**src/rtl/i2c_pr_pkg.sv**
```systemverilog
package i2c_pr_pkg;

    localparam int BYTE_W   = 8;
    localparam int ADDR_W   = 7;
    localparam int STRAP_W  = 3;
    localparam int SEL_W    = 3;
    localparam int FIXED_W  = ADDR_W - STRAP_W;
    localparam int CNT_W    = $clog2(BYTE_W + 1);

    localparam logic [FIXED_W-1:0] ADDR_FIXED = 4'b0100;

    typedef enum logic [2:0] {
        ST_IDLE,
        ST_ADDR,
        ST_ADDR_ACK,
        ST_CMD,
        ST_CMD_ACK,
        ST_TX,
        ST_TX_ACK
    } phase_e;

    typedef enum logic [1:0] {
        SH_HOLD,
        SH_IN,
        SH_OUT,
        SH_LOAD
    } sh_op_e;

    typedef struct packed {
        logic sda;
        logic scl_rise;
        logic scl_fall;
        logic start;
        logic stop;
    } bus_ev_t;

    function automatic logic addr_match(input logic [BYTE_W-1:0] frame,
                                        input logic [STRAP_W-1:0] strap);
        return frame[BYTE_W-1:1] == {ADDR_FIXED, strap};
    endfunction

endpackage

```
**src/rtl/i2c_pr_sync.sv**
```systemverilog
module i2c_pr_sync
    import i2c_pr_pkg::*;
#(
    parameter int STAGES = 2
) (
    input  logic    clk,
    input  logic    rst,
    input  logic    scl_i,
    input  logic    sda_i,
    output bus_ev_t ev
);

    logic [STAGES-1:0] scl_st;
    logic [STAGES-1:0] sda_st;
    logic              scl_p;
    logic              sda_p;
    logic              scl_s;
    logic              sda_s;

    always_ff @(posedge clk) begin
        if (rst) begin
            scl_st <= '1;
            sda_st <= '1;
            scl_p  <= 1'b1;
            sda_p  <= 1'b1;
        end else begin
            scl_st[0] <= scl_i;
            sda_st[0] <= sda_i;
            for (int i = 1; i < STAGES; i++) begin
                scl_st[i] <= scl_st[i-1];
                sda_st[i] <= sda_st[i-1];
            end
            scl_p <= scl_s;
            sda_p <= sda_s;
        end
    end

    assign scl_s = scl_st[STAGES-1];
    assign sda_s = sda_st[STAGES-1];

    always_comb begin
        ev.sda      = sda_s;
        ev.scl_rise = scl_s & ~scl_p;
        ev.scl_fall = ~scl_s & scl_p;
        ev.start    = scl_s & scl_p & sda_p & ~sda_s;
        ev.stop     = scl_s & scl_p & ~sda_p & sda_s;
    end

endmodule

```
**src/rtl/i2c_pr_shreg.sv**
```systemverilog
module i2c_pr_shreg
    import i2c_pr_pkg::*;
#(
    parameter int W = 8
) (
    input  logic         clk,
    input  logic         rst,
    input  sh_op_e       op,
    input  logic         sin,
    input  logic [W-1:0] load_val,
    output logic [W-1:0] q
);

    always_ff @(posedge clk) begin
        if (rst) begin
            q <= '0;
        end else begin
            unique case (op)
                SH_IN:   q <= {q[W-2:0], sin};
                SH_OUT:  q <= {q[W-2:0], 1'b0};
                SH_LOAD: q <= load_val;
                default: q <= q;
            endcase
        end
    end

endmodule

```
**src/rtl/i2c_pr_pointer.sv**
```systemverilog
module i2c_pr_pointer #(
    parameter int SEL_W = 3
) (
    input  logic             clk,
    input  logic             rst,
    input  logic             cmd_wr,
    input  logic [SEL_W-1:0] cmd_val,
    input  logic             flip_clr,
    input  logic             flip_tgl,
    output logic [SEL_W-1:0] sel
);

    logic [SEL_W-1:0] cmd_q;
    logic             flip_q;

    always_ff @(posedge clk) begin
        if (rst) begin
            cmd_q  <= '0;
            flip_q <= 1'b0;
        end else if (cmd_wr) begin
            cmd_q  <= cmd_val;
            flip_q <= 1'b0;
        end else if (flip_clr) begin
            flip_q <= 1'b0;
        end else if (flip_tgl) begin
            flip_q <= ~flip_q;
        end
    end

    assign sel = {cmd_q[SEL_W-1:1], cmd_q[0] ^ flip_q};

endmodule

```
**src/rtl/i2c_pair_reader.sv**
```systemverilog
module i2c_pair_reader
    import i2c_pr_pkg::*;
#(
    parameter int SYNC_STAGES = 2
) (
    input  logic               clk,
    input  logic               rst,
    input  logic               scl_i,
    input  logic               sda_i,
    input  logic [STRAP_W-1:0] strap_i,
    output logic               sda_oe_o,
    output logic [SEL_W-1:0]   reg_sel_o,
    input  logic [BYTE_W-1:0]  reg_data_i
);

    localparam logic [CNT_W-1:0] CNT_FULL = CNT_W'(BYTE_W);
    localparam logic [CNT_W-1:0] CNT_LAST = CNT_W'(BYTE_W - 1);

    bus_ev_t           ev;
    logic              start_det;
    logic              stop_det;
    phase_e            phase_q, phase_d;
    logic [CNT_W-1:0]  cnt_q, cnt_d;
    logic              oe_q, oe_d;
    logic              rw_q, rw_d;
    logic              mack_q, mack_d;
    sh_op_e            sh_op;
    logic [BYTE_W-1:0] sh_q;
    logic              cmd_wr;
    logic              flip_clr;
    logic              flip_tgl;

    i2c_pr_sync #(.STAGES(SYNC_STAGES)) u_sync (
        .clk   (clk),
        .rst   (rst),
        .scl_i (scl_i),
        .sda_i (sda_i),
        .ev    (ev)
    );

    assign start_det = ev.start;
    assign stop_det  = ev.stop;

    i2c_pr_shreg #(.W(BYTE_W)) u_shreg (
        .clk      (clk),
        .rst      (rst),
        .op       (sh_op),
        .sin      (ev.sda),
        .load_val (reg_data_i),
        .q        (sh_q)
    );

    i2c_pr_pointer #(.SEL_W(SEL_W)) u_ptr (
        .clk      (clk),
        .rst      (rst),
        .cmd_wr   (cmd_wr),
        .cmd_val  (sh_q[SEL_W-1:0]),
        .flip_clr (flip_clr),
        .flip_tgl (flip_tgl),
        .sel      (reg_sel_o)
    );

    always_comb begin
        phase_d  = phase_q;
        cnt_d    = cnt_q;
        oe_d     = oe_q;
        rw_d     = rw_q;
        mack_d   = mack_q;
        sh_op    = SH_HOLD;
        cmd_wr   = 1'b0;
        flip_clr = 1'b0;
        flip_tgl = 1'b0;

        if (stop_det) begin
            phase_d = ST_IDLE;
            oe_d    = 1'b0;
        end else if (start_det) begin
            phase_d = ST_ADDR;
            cnt_d   = '0;
            oe_d    = 1'b0;
        end else begin
            unique case (phase_q)
                ST_IDLE: begin
                    oe_d = 1'b0;
                end
                ST_ADDR, ST_CMD: begin
                    if (ev.scl_rise && cnt_q != CNT_FULL) begin
                        sh_op = SH_IN;
                        cnt_d = cnt_q + 1'b1;
                    end else if (ev.scl_fall && cnt_q == CNT_FULL) begin
                        if (phase_q == ST_ADDR) begin
                            if (addr_match(sh_q, strap_i)) begin
                                oe_d     = 1'b1;
                                rw_d     = sh_q[0];
                                flip_clr = sh_q[0];
                                phase_d  = ST_ADDR_ACK;
                            end else begin
                                phase_d = ST_IDLE;
                            end
                        end else begin
                            cmd_wr  = 1'b1;
                            oe_d    = 1'b1;
                            phase_d = ST_CMD_ACK;
                        end
                    end
                end
                ST_ADDR_ACK: begin
                    if (ev.scl_fall) begin
                        cnt_d = '0;
                        if (rw_q) begin
                            sh_op   = SH_LOAD;
                            oe_d    = ~reg_data_i[BYTE_W-1];
                            phase_d = ST_TX;
                        end else begin
                            oe_d    = 1'b0;
                            phase_d = ST_CMD;
                        end
                    end
                end
                ST_CMD_ACK: begin
                    if (ev.scl_fall) begin
                        oe_d    = 1'b0;
                        phase_d = ST_IDLE;
                    end
                end
                ST_TX: begin
                    if (ev.scl_fall) begin
                        if (cnt_q == CNT_LAST) begin
                            oe_d    = 1'b0;
                            mack_d  = 1'b0;
                            phase_d = ST_TX_ACK;
                        end else begin
                            sh_op = SH_OUT;
                            oe_d  = ~sh_q[BYTE_W-2];
                            cnt_d = cnt_q + 1'b1;
                        end
                    end
                end
                ST_TX_ACK: begin
                    if (ev.scl_rise) begin
                        mack_d   = ~ev.sda;
                        flip_tgl = ~ev.sda;
                    end else if (ev.scl_fall) begin
                        if (mack_q) begin
                            sh_op   = SH_LOAD;
                            oe_d    = ~reg_data_i[BYTE_W-1];
                            cnt_d   = '0;
                            phase_d = ST_TX;
                        end else begin
                            phase_d = ST_IDLE;
                        end
                    end
                end
                default: begin
                    phase_d = ST_IDLE;
                    oe_d    = 1'b0;
                end
            endcase
        end
    end

    always_ff @(posedge clk) begin
        if (rst) begin
            phase_q <= ST_IDLE;
            cnt_q   <= '0;
            oe_q    <= 1'b0;
            rw_q    <= 1'b0;
            mack_q  <= 1'b0;
        end else begin
            phase_q <= phase_d;
            cnt_q   <= cnt_d;
            oe_q    <= oe_d;
            rw_q    <= rw_d;
            mack_q  <= mack_d;
        end
    end

    assign sda_oe_o = oe_q;

endmodule

```
**config.mk**
```make
export PLATFORM = sky130hd
export DESIGN_NAME = i2c_pair_reader
export DESIGN_NICKNAME = d
export VERILOG_FILES = /design/src/rtl/i2c_pr_pkg.sv /design/src/rtl/i2c_pr_sync.sv /design/src/rtl/i2c_pr_shreg.sv /design/src/rtl/i2c_pr_pointer.sv /design/src/rtl/i2c_pair_reader.sv
export SDC_FILE = /design/constraint.sdc
export NUM_CORES = 1
export LEC_CHECK = 0
export CAP_MARGIN = 20
export CORE_ASPECT_RATIO = 0.5
export CORE_MARGIN = 2
export CORE_UTILIZATION = 45
export DETAILED_ROUTE_END_ITERATION = 10
export PLACE_DENSITY = 0.67
export SYNTH_ARGS = -nofsm -noshare
export SYNTH_HDL_FRONTEND = slang
export SYNTH_SLANG_ARGS = --single-unit
```
**constraint.sdc**
```tcl
create_clock -name clk -period 2.15 [get_ports clk]
set_input_delay 0.43 -clock clk [delete_from_list [all_inputs] [get_ports clk]]
set_output_delay 0.43 -clock clk [all_outputs]
set_load 0.03 [all_outputs]
```
==> impl_metrics.tcl <==
set metrics [dict create \
    netlist_area_um2 1650 \
    grt_pass1_vias 1275 \
    drtIter0Drc 122 \
    ir_drop_mv 0.242 \
    core_um2 3470 \
    synthArstFlopShare_pct 0 \
    cts_tree "built" \
    design_area_um2 2010 \
    clkLatencyLatePin_ns 0.28 \
    dieArea_um2 4190 \
    rows 15 \
    min-delay-start "u_sync.scl_st[0]$_SDFF_PP1_" \
    cts.clk_slew.worst_paths_ns 0.10 \
    mostFrequentLayoutCells "dfxtp_1 (28), nor2_1 (18), clkdlybuf4s50_1 (18), buf_4 (15), a211oi_1 (13)" \
    viasPerCell 5.63 \
    yosys.area.top_type_share_pct 34.0 \
    power_leakage_nw 0.694 \
    whs_path_depth 1 \
    critPathMaxFanout 13 \
    yosys_warnings 0 \
    grt_max_degree 27 \
    clock_sinks 28 \
    cts-root-buf "clkbuf_8" \
    utilization_pct 57.9 \
    rr_endpoint "cnt_q[0]$_SDFFE_PP0P_" \
    htreeDepth 1 \
    crit_start "phase_q[1]$_SDFFE_PP0P_" \
    r2r.worst_path.cells 6 \
    power_mw 1.05 \
    port_buffers 18 \
    postCtsHoldBufs 0 \
    postCtsSetupBuffers 0 \
    final_layout_size_suffix_gt1_share_pct 10.9 \
    min_period_ns 1.94 \
    hold_viol_final 0 \
    synth.area.top_cells "dfxtp_1 (34%), mux2i_1 (7.3%), a211oi_1 (5.9%), nor2_1 (4.1%), nand2b_1 (3.8%)" \
    cap_violations 0 \
    r2r_setup_slack_ns 0.21 \
    drtAntennaViolNets 0 \
    max-slew-margin-rel_pct 72.7 \
    antenna_found_initial 0 \
    worst_ep_required_time_ns 2.31 \
    drc_errors 0 \
    reg2reg_from "phase_q[1]$_SDFFE_PP0P_" \
    status "finished, final reports clean" \
    final_common_cell "dfxtp_1" \
    start_util_pct 47.5 \
    placed_area_um2 1940 \
    dp.final_hpwl_um 2770 \
    synth_nets 215 \
    fp.dieW_um 89.6 \
    gr-total-overflow 0 \
    routedWlPerCell_um 13.8 \
    fmax_mhz 515 \
    ys_seq_area_share_pct 34.0 \
    setup_tns_ns 0 \
    fin_crit_sh_pct 90.4 \
    power_density_nw_per_um2 524 \
    grt_setup_unrepaired "no" \
    die_h_um 46.8 \
    ys.flop_type "dfxtp_1" \
    num_vias 1532 \
    whs_endpoint "u_sync.scl_st[1]$_SDFF_PP1_" \
    arrival_ns 2.10 \
    yosysUniqueCellTypes 49 \
    clockBufferDepth 2 \
    ys_ff_latch 28 \
    drv_slew 0 \
    syn_to_final_growth_pct 21.9 \
    grt_util_all_layers_pct 19.7 \
    routabilityCongestion 0.844 \
    path_class "reg -> reg" \
    synth_cells 198 \
    top_level_ports 19 \
    worst_pin_slew_ns 0.409 \
    nets 239 \
    skew_ns 0.00483 \
    crit_path_start_kind "flop" \
    diodes 0 \
    setup_viol 0 \
    avgSynthCellArea_um2 8.32 \
    drt-total-wl_um 3750 \
    grt_pass1_wl_um 6200 \
    yosys.area.top_type "dfxtp_1" \
    endpoint_kind "flop" \
    hp-class "reg -> reg" \
    firstDrtPassIters 4 \
    post_cts_resized 0 \
    synth_edf_count 0 \
    cts_buffers 3 \
]
-- worst max-delay path, stage by stage, from the launching register on --
cell,delay [ns]
dfxtp_1,0.56
buf_4,0.21
or3b_1,0.36
a31oi_1,0.18
o21a_1,0.21
or3_1,0.21
o22ai_1,0.09
-- state kept, by name (all words and copies together), names as in the netlist --
| register | cells |
|---|---|
| u_sync.scl_st | 2 |
| u_shreg.q | 8 |
| u_sync.scl_p | 1 |
| rw_q | 1 |
| u_sync.sda_p | 1 |
| u_ptr.cmd_q | 3 |
| cnt_q | 4 |
| sda_oe_o | 1 |
| u_ptr.flip_q | 1 |
| u_sync.sda_st | 2 |
| mack_q | 1 |
| phase_q | 3 |
-- Yosys cell counts, drive strengths merged, types with 6 or more instances --
| cell type | n |
|---|---|
| a21oi | 11 |
| a211oi | 13 |
| nand2b | 10 |
| dfxtp | 28 |
| inv | 6 |
| nor2 | 18 |
| nand2 | 11 |
| buf | 6 |
| o21ai | 8 |
| or2 | 7 |
| mux2i | 12 |
| clkbuf | 8 |
-- through the flow --
step                std cells  setup slack, ns  hold slack [ns]
global route              272           0.0341            0.437
floorplan                 198            0.313            0.383
global placement          268            0.128            0.392
CTS                       272            0.212            0.424
detailed placement        268            0.105            0.399
finish                    272            0.207            0.420
-- report_power, final --
part           switching (mW)  internal [mW]  leakage (nW)
Clock                   0.176          0.250        0.0357
Sequential            0.00952          0.526         0.227
Combinational          0.0417         0.0498         0.431
-- metal layers --
| metal | up-vias | track usage (%) | wire length [µm] |
|---|---|---|---|
| met3 | 2 | 4.22 | 241 |
| met1 | 711 | 29.0 | 1890 |
| li1 | 765 | - | - |
| met5 | - | 0 | 0 |
| met2 | 54 | 29.6 | 1600 |
| met4 | 0 | 5.37 | 11 |
-- cell type report --
cell class	instances	area, µm²
inverters	6	22.5
repair buffers	33	293
clock buffers	3	41.3
fillers	337	1460
clock inverters	1	30.0
well taps	51	63.8
flip-flops and latches	28	561
multi-input cells	150	998
-- kinds of logic (layout without fill, tap and decap cells) --
group / Yosys count / after routing / share of synthesized area (%)
AOI/OAI and AO/OA: 55 / 55 / 22.3
xor gates and xnor gates: 4 / 4 / 2.13
adders and majority gates: 2 / 2 / 1.52
buffers and inverters: 20 / 43 / 5.39
DFF: 28 / 28 / 34.0
muxes: 13 / 13 / 7.97
and+or+nand+nor: 76 / 76 / 26.7
-- how the worst max path moves through the flow --
stage / end / cells past startpoint / slack [ns]
after floorplan: phase_q[1]$_SDFFE_PP0P_ / 5 / 0.31
after global routing: u_shreg.q[6]$_SDFFE_PP0P_ / 6 / 0.03
after detailed placement: phase_q[1]$_SDFFE_PP0P_ / 6 / 0.11
final: cnt_q[0]$_SDFFE_PP0P_ / 6 / 0.21
after global placement: phase_q[1]$_SDFFE_PP0P_ / 6 / 0.13
after CTS: reg_sel_o[0] / 2 / 0.21
(Power assumes the default switching activity.)
